[src/rtl/crc5n_pkg.sv]
package crc5n_pkg;

  localparam int CRC_W = 5;
  localparam int NIB_W = 4;

  typedef logic [CRC_W-1:0] crc_t;
  typedef logic [NIB_W-1:0] nib_t;

  // Four message bits folded into the remainder in one step; bit 3 of the
  // nibble is the first bit on the wire.
  function automatic crc_t nib_next(input crc_t c, input nib_t d);
    crc_t n;
    n[0] = c[1] ^ c[4] ^ d[0] ^ d[3];
    n[1] = c[2] ^ d[1];
    n[2] = c[1] ^ c[3] ^ c[4] ^ d[0] ^ d[2] ^ d[3];
    n[3] = c[2] ^ c[4] ^ d[1] ^ d[3];
    n[4] = c[0] ^ c[3] ^ d[2];
    return n;
  endfunction

  // Verdict of a comparison: 1 means the codes differ.
  function automatic logic code_differs(input crc_t mine, input crc_t theirs);
    return |(mine ^ theirs);
  endfunction

endpackage

[src/rtl/crc5n_step.sv]
module crc5n_step
  import crc5n_pkg::*;
(
  input  crc_t cur,
  input  nib_t dat,
  output crc_t nxt
);
  assign nxt = nib_next(cur, dat);
endmodule

[src/rtl/crc5n_reg.sv]
module crc5n_reg
  import crc5n_pkg::*;
#(
  parameter crc_t PRESET = 5'h1F
)(
  input  logic clk,
  input  logic rst,
  input  logic load,
  input  logic adv,
  input  crc_t nxt,
  output crc_t q
);
  always_ff @(posedge clk) begin
    if (rst || load) q <= PRESET;
    else if (adv)    q <= nxt;
  end
endmodule

[src/rtl/crc5n_cmp.sv]
module crc5n_cmp
  import crc5n_pkg::*;
(
  input  logic clk,
  input  logic rst,
  input  logic clr,
  input  logic cmp,
  input  crc_t cur,
  input  crc_t rx,
  output logic miss,
  output logic err
);
  assign miss = code_differs(cur, rx);

  always_ff @(posedge clk) begin
    if (rst || clr) err <= 1'b0;
    else if (cmp)   err <= miss;
  end
endmodule

[src/rtl/crc5n_engine.sv]
module crc5n_engine
  import crc5n_pkg::*;
#(
  parameter logic [4:0] PRESET = 5'h1F
)(
  input  logic       clk,
  input  logic       rst,
  input  logic       start_i,
  input  logic       valid_i,
  input  logic [3:0] nib_i,
  input  logic       chk_i,
  input  logic [4:0] rx_crc_i,
  output logic [4:0] crc_o,
  output logic       err_o
);
  // Named internal events, visible to the bound checker.
  crc_t step_nxt;
  logic do_adv;
  logic do_cmp;
  logic miss;

  assign do_adv = valid_i & ~start_i;
  assign do_cmp = chk_i & ~start_i;

  crc5n_step u_step (
    .cur (crc_o),
    .dat (nib_i),
    .nxt (step_nxt)
  );

  crc5n_reg #(.PRESET(PRESET)) u_reg (
    .clk  (clk),
    .rst  (rst),
    .load (start_i),
    .adv  (do_adv),
    .nxt  (step_nxt),
    .q    (crc_o)
  );

  crc5n_cmp u_cmp (
    .clk  (clk),
    .rst  (rst),
    .clr  (start_i),
    .cmp  (do_cmp),
    .cur  (crc_o),
    .rx   (rx_crc_i),
    .miss (miss),
    .err  (err_o)
  );
endmodule

[config.mk]
export PLATFORM = sky130hd
export DESIGN_NAME = crc5n_engine
export DESIGN_NICKNAME = d
export VERILOG_FILES = /design/src/rtl/crc5n_pkg.sv /design/src/rtl/crc5n_step.sv /design/src/rtl/crc5n_reg.sv /design/src/rtl/crc5n_cmp.sv /design/src/rtl/crc5n_engine.sv
export SDC_FILE = /design/constraint.sdc
export NUM_CORES = 1
export LEC_CHECK = 0
export BUFFER_PORTS_ARGS = -buffer_cell sky130_fd_sc_hd__buf_2
export CAP_MARGIN = 40
export CORE_AREA = 2 2 39 41
export CTS_CLUSTER_DIAMETER = 200
export DETAILED_ROUTE_END_ITERATION = 8
export DIE_AREA = 0 0 41 43
export PLACE_DENSITY = 0.55
export SKIP_LAST_GASP = 1
export SLEW_MARGIN = 40
export SYNTH_ARGS = -nofsm -noshare
export SYNTH_HDL_FRONTEND = slang
export SYNTH_SLANG_ARGS = --single-unit
[constraint.sdc]
create_clock -name clk -period 1.57 [get_ports clk]
set_clock_uncertainty 0.1 [all_clocks]
set_input_delay 0.157 -clock clk [delete_from_list [all_inputs] [get_ports clk]]
set_output_delay 0.157 -clock clk [all_outputs]
set_load 0.05 [all_outputs]
==> impl_metrics.ini <==
[routing]
dr.first_iter.drc_count = 11
first_pass_iters = 4
wl_per_cell_um = 9.914
totalWireLength_um = 803
routed-via-count = 384
drcViolationCount = 0
antenna_left = 0
viasPerCell = 4.741

[synth]
synthXorXnorAreaFrac = 0.2388
syn-cell-area_sq_um = 361.6
synthAdderAreaFrac = 0
synth_mux_area_frac = 0
synth_top_family_by_area = XOR/XNOR gates
avgSynthCellArea_sq_um = 8.218
synth.net_count = 58
synth_area_leaders = dfxtp_1 (33%), xnor2_1 (15%), inv_1 (5.2%)
synth_seq_cells = 6
synth_cell_types = 19
synth-warning-count = 0
seq_area_frac_synth = 0.3322
synth_top_area_cell = dfxtp_1
yosys.area_share.simple = 0.1799
synth_top_area_frac = 0.3322
synth-compound-area-share = 0.1834
synthCells = 44

[place]
port_buffers = 19
dp_hpwl_um = 635.3
gp_congestion = 0.7092

[clock_tree]
hold_buffers = 0
clock_latency_ns = 0.24
cts_root_buf = clkbuf_4
clkSinkCount = 6
cts.repair.resized = 0
cts.path.max_buffers = 2
numCtsBuffers = 3
cts.clk_slew.worst_paths_ns = 0.05
cts_setup_buffers = 0
cts_max_level = 1
tritoncts = built

[timing]
timing.final.crit_share = 0.8187
min_period_ns = 1.285
hold_viol = 0
setup_tns_ns = 0
rsz0062_at_grt = false
slew_viol_final = 0
worst_pin_slew_ns = 0.3019
fmax_mhz = 778.0
slew_headroom = 0.7973
setup_viol_count_final = 0

[die]
die_y_um = 43
start_util = 0.2613
placementRows = 14
ios = 20
core_area_sq_um = 1384
die-area_sq_um = 1763
die-width_um = 41

[worst_setup_path]
path_class = reg -> reg
reg2regPathDepth = 4
worst_setup_path_end_kind = register
worst_r2r_startpoint = u_reg.q[4]
r2r-end = u_reg.q[2]
startpoint = u_reg.q[4]
worstPathArrival_ns = 1.32
cp_max_fo = 4
crit_required_ns = 1.60
r2r_slack_ns = 0.28
critPathLaunchType = register

[pwr]
vdd_drop_max_v = 0.0002865
power_per_cell_area_nw_per_um2 = 875.1
p_leak_uw = 0.0002230
power_uw = 432.5

[global_routing]
grt_pass1_wl_mm = 1.269
grt_max_degree = 11
overflow = 0
antenna_found_initial = 0
first_global_vias = 307
grt_use_total = 0.1116

[cells_and_area]
fillCellCount = 161
final_core_util = 0.3571
final_common_cell = buf_2
final_cell_mix = buf_2 (19), xnor2_1 (6), dfxtp_1 (6)
drive_gt1_frac = 0.3692
syn2layout_area_growth_pct = 36.68
n_antenna_cell = 0
layout.nets = 81

[hold_path]
hp-class = in -> reg
min_from = rst
holdPathStages = 3
min_to = u_reg.q[1]

[flow_run]
cap_violations = 0

[run_status]
status = finished clean
cells by family after synthesis:
logic type,count (synthesis)
flip-flops,6
AND/OR/NAND/NOR,13
buffers and inverters,6
XOR/XNOR,9
AO/OA/AOI/OAI,10
flip-flops by register name (all words and copies together) (netlist names):
signal     cells
u_cmp.err      1
u_reg.q        5
final cells by class:
type | instances | area (sq um) | share of cell area
timing repair buffer | 19 | 95.09 | 0.1924
clock buffer | 3 | 22.52 | 0.04557
multi-input combinational | 32 | 217.7 | 0.4405
tap | 16 | 20.02 | 0.04051
sequential | 6 | 120.1 | 0.2430
inverter | 5 | 18.77 | 0.03797
synthesized netlist by cell type, drive strengths merged:
| library cell | n |
|---|---|
| o211a | 1 |
| buf | 1 |
| o22ai | 1 |
| nand3 | 1 |
| a222oi | 1 |
| a21oi | 1 |
| nand4b | 1 |
| xor2 | 3 |
| o21ai | 4 |
| o211ai | 2 |
| nor4 | 1 |
| nand2 | 4 |
| inv | 5 |
| xnor2 | 6 |
| nor2 | 6 |
| dfxtp | 6 |
worst max path at each step:
stage	end	slack, ns	cells after the start
6_report	u_reg.q[2]	0.28	4
5_1_grt	u_reg.q[2]	0.19	4
4_1_cts	u_reg.q[2]	0.28	4
3_5_place_dp	u_reg.q[2]	0.30	4
3_3_place_gp	u_reg.q[2]	0.35	4
2_1_floorplan	u_reg.q[2]	0.02	4
layer usage:
layer,global-route usage,vias up,share of wire
li1,-,191,-
met1,0.1484,168,0.47
met2,0.1344,21,0.38
met3,0.05236,4,0.12
met4,0.08000,0,0.026
met5,0,-,0
power by group:
group / leakage, uW / internal, uW / switching, uW
clock network: 0.0000138 / 86.6 / 57.8
registers: 0.0000492 / 161 / 9.00
logic: 0.000160 / 47.3 / 71.0
total: 0.000223 / 295 / 138
worst max-delay path: stages, from the launching register on:
cell and delay [ns]:
dfxtp_1 0.42, xor2_2 0.21, xnor2_1 0.19, nand4b_1 0.13, o211a_1 0.13
stage by stage:
stage / worst slack (ns) / instances / hold WS [ns] / area (sq um)
2_1_floorplan: 0.02152 / 44 / 0.1544 / 361.6
3_3_place_gp: 0.3504 / 78 / 0.3046 / 471.7
3_5_place_dp: 0.2969 / 78 / 0.2989 / 471.7
4_1_cts: 0.2769 / 81 / 0.05057 / 494.2
5_1_grt: 0.1931 / 81 / 0.06257 / 494.2
6_report: 0.2846 / 81 / 0.04863 / 494.2
Power figures use the tool's default switching activity.
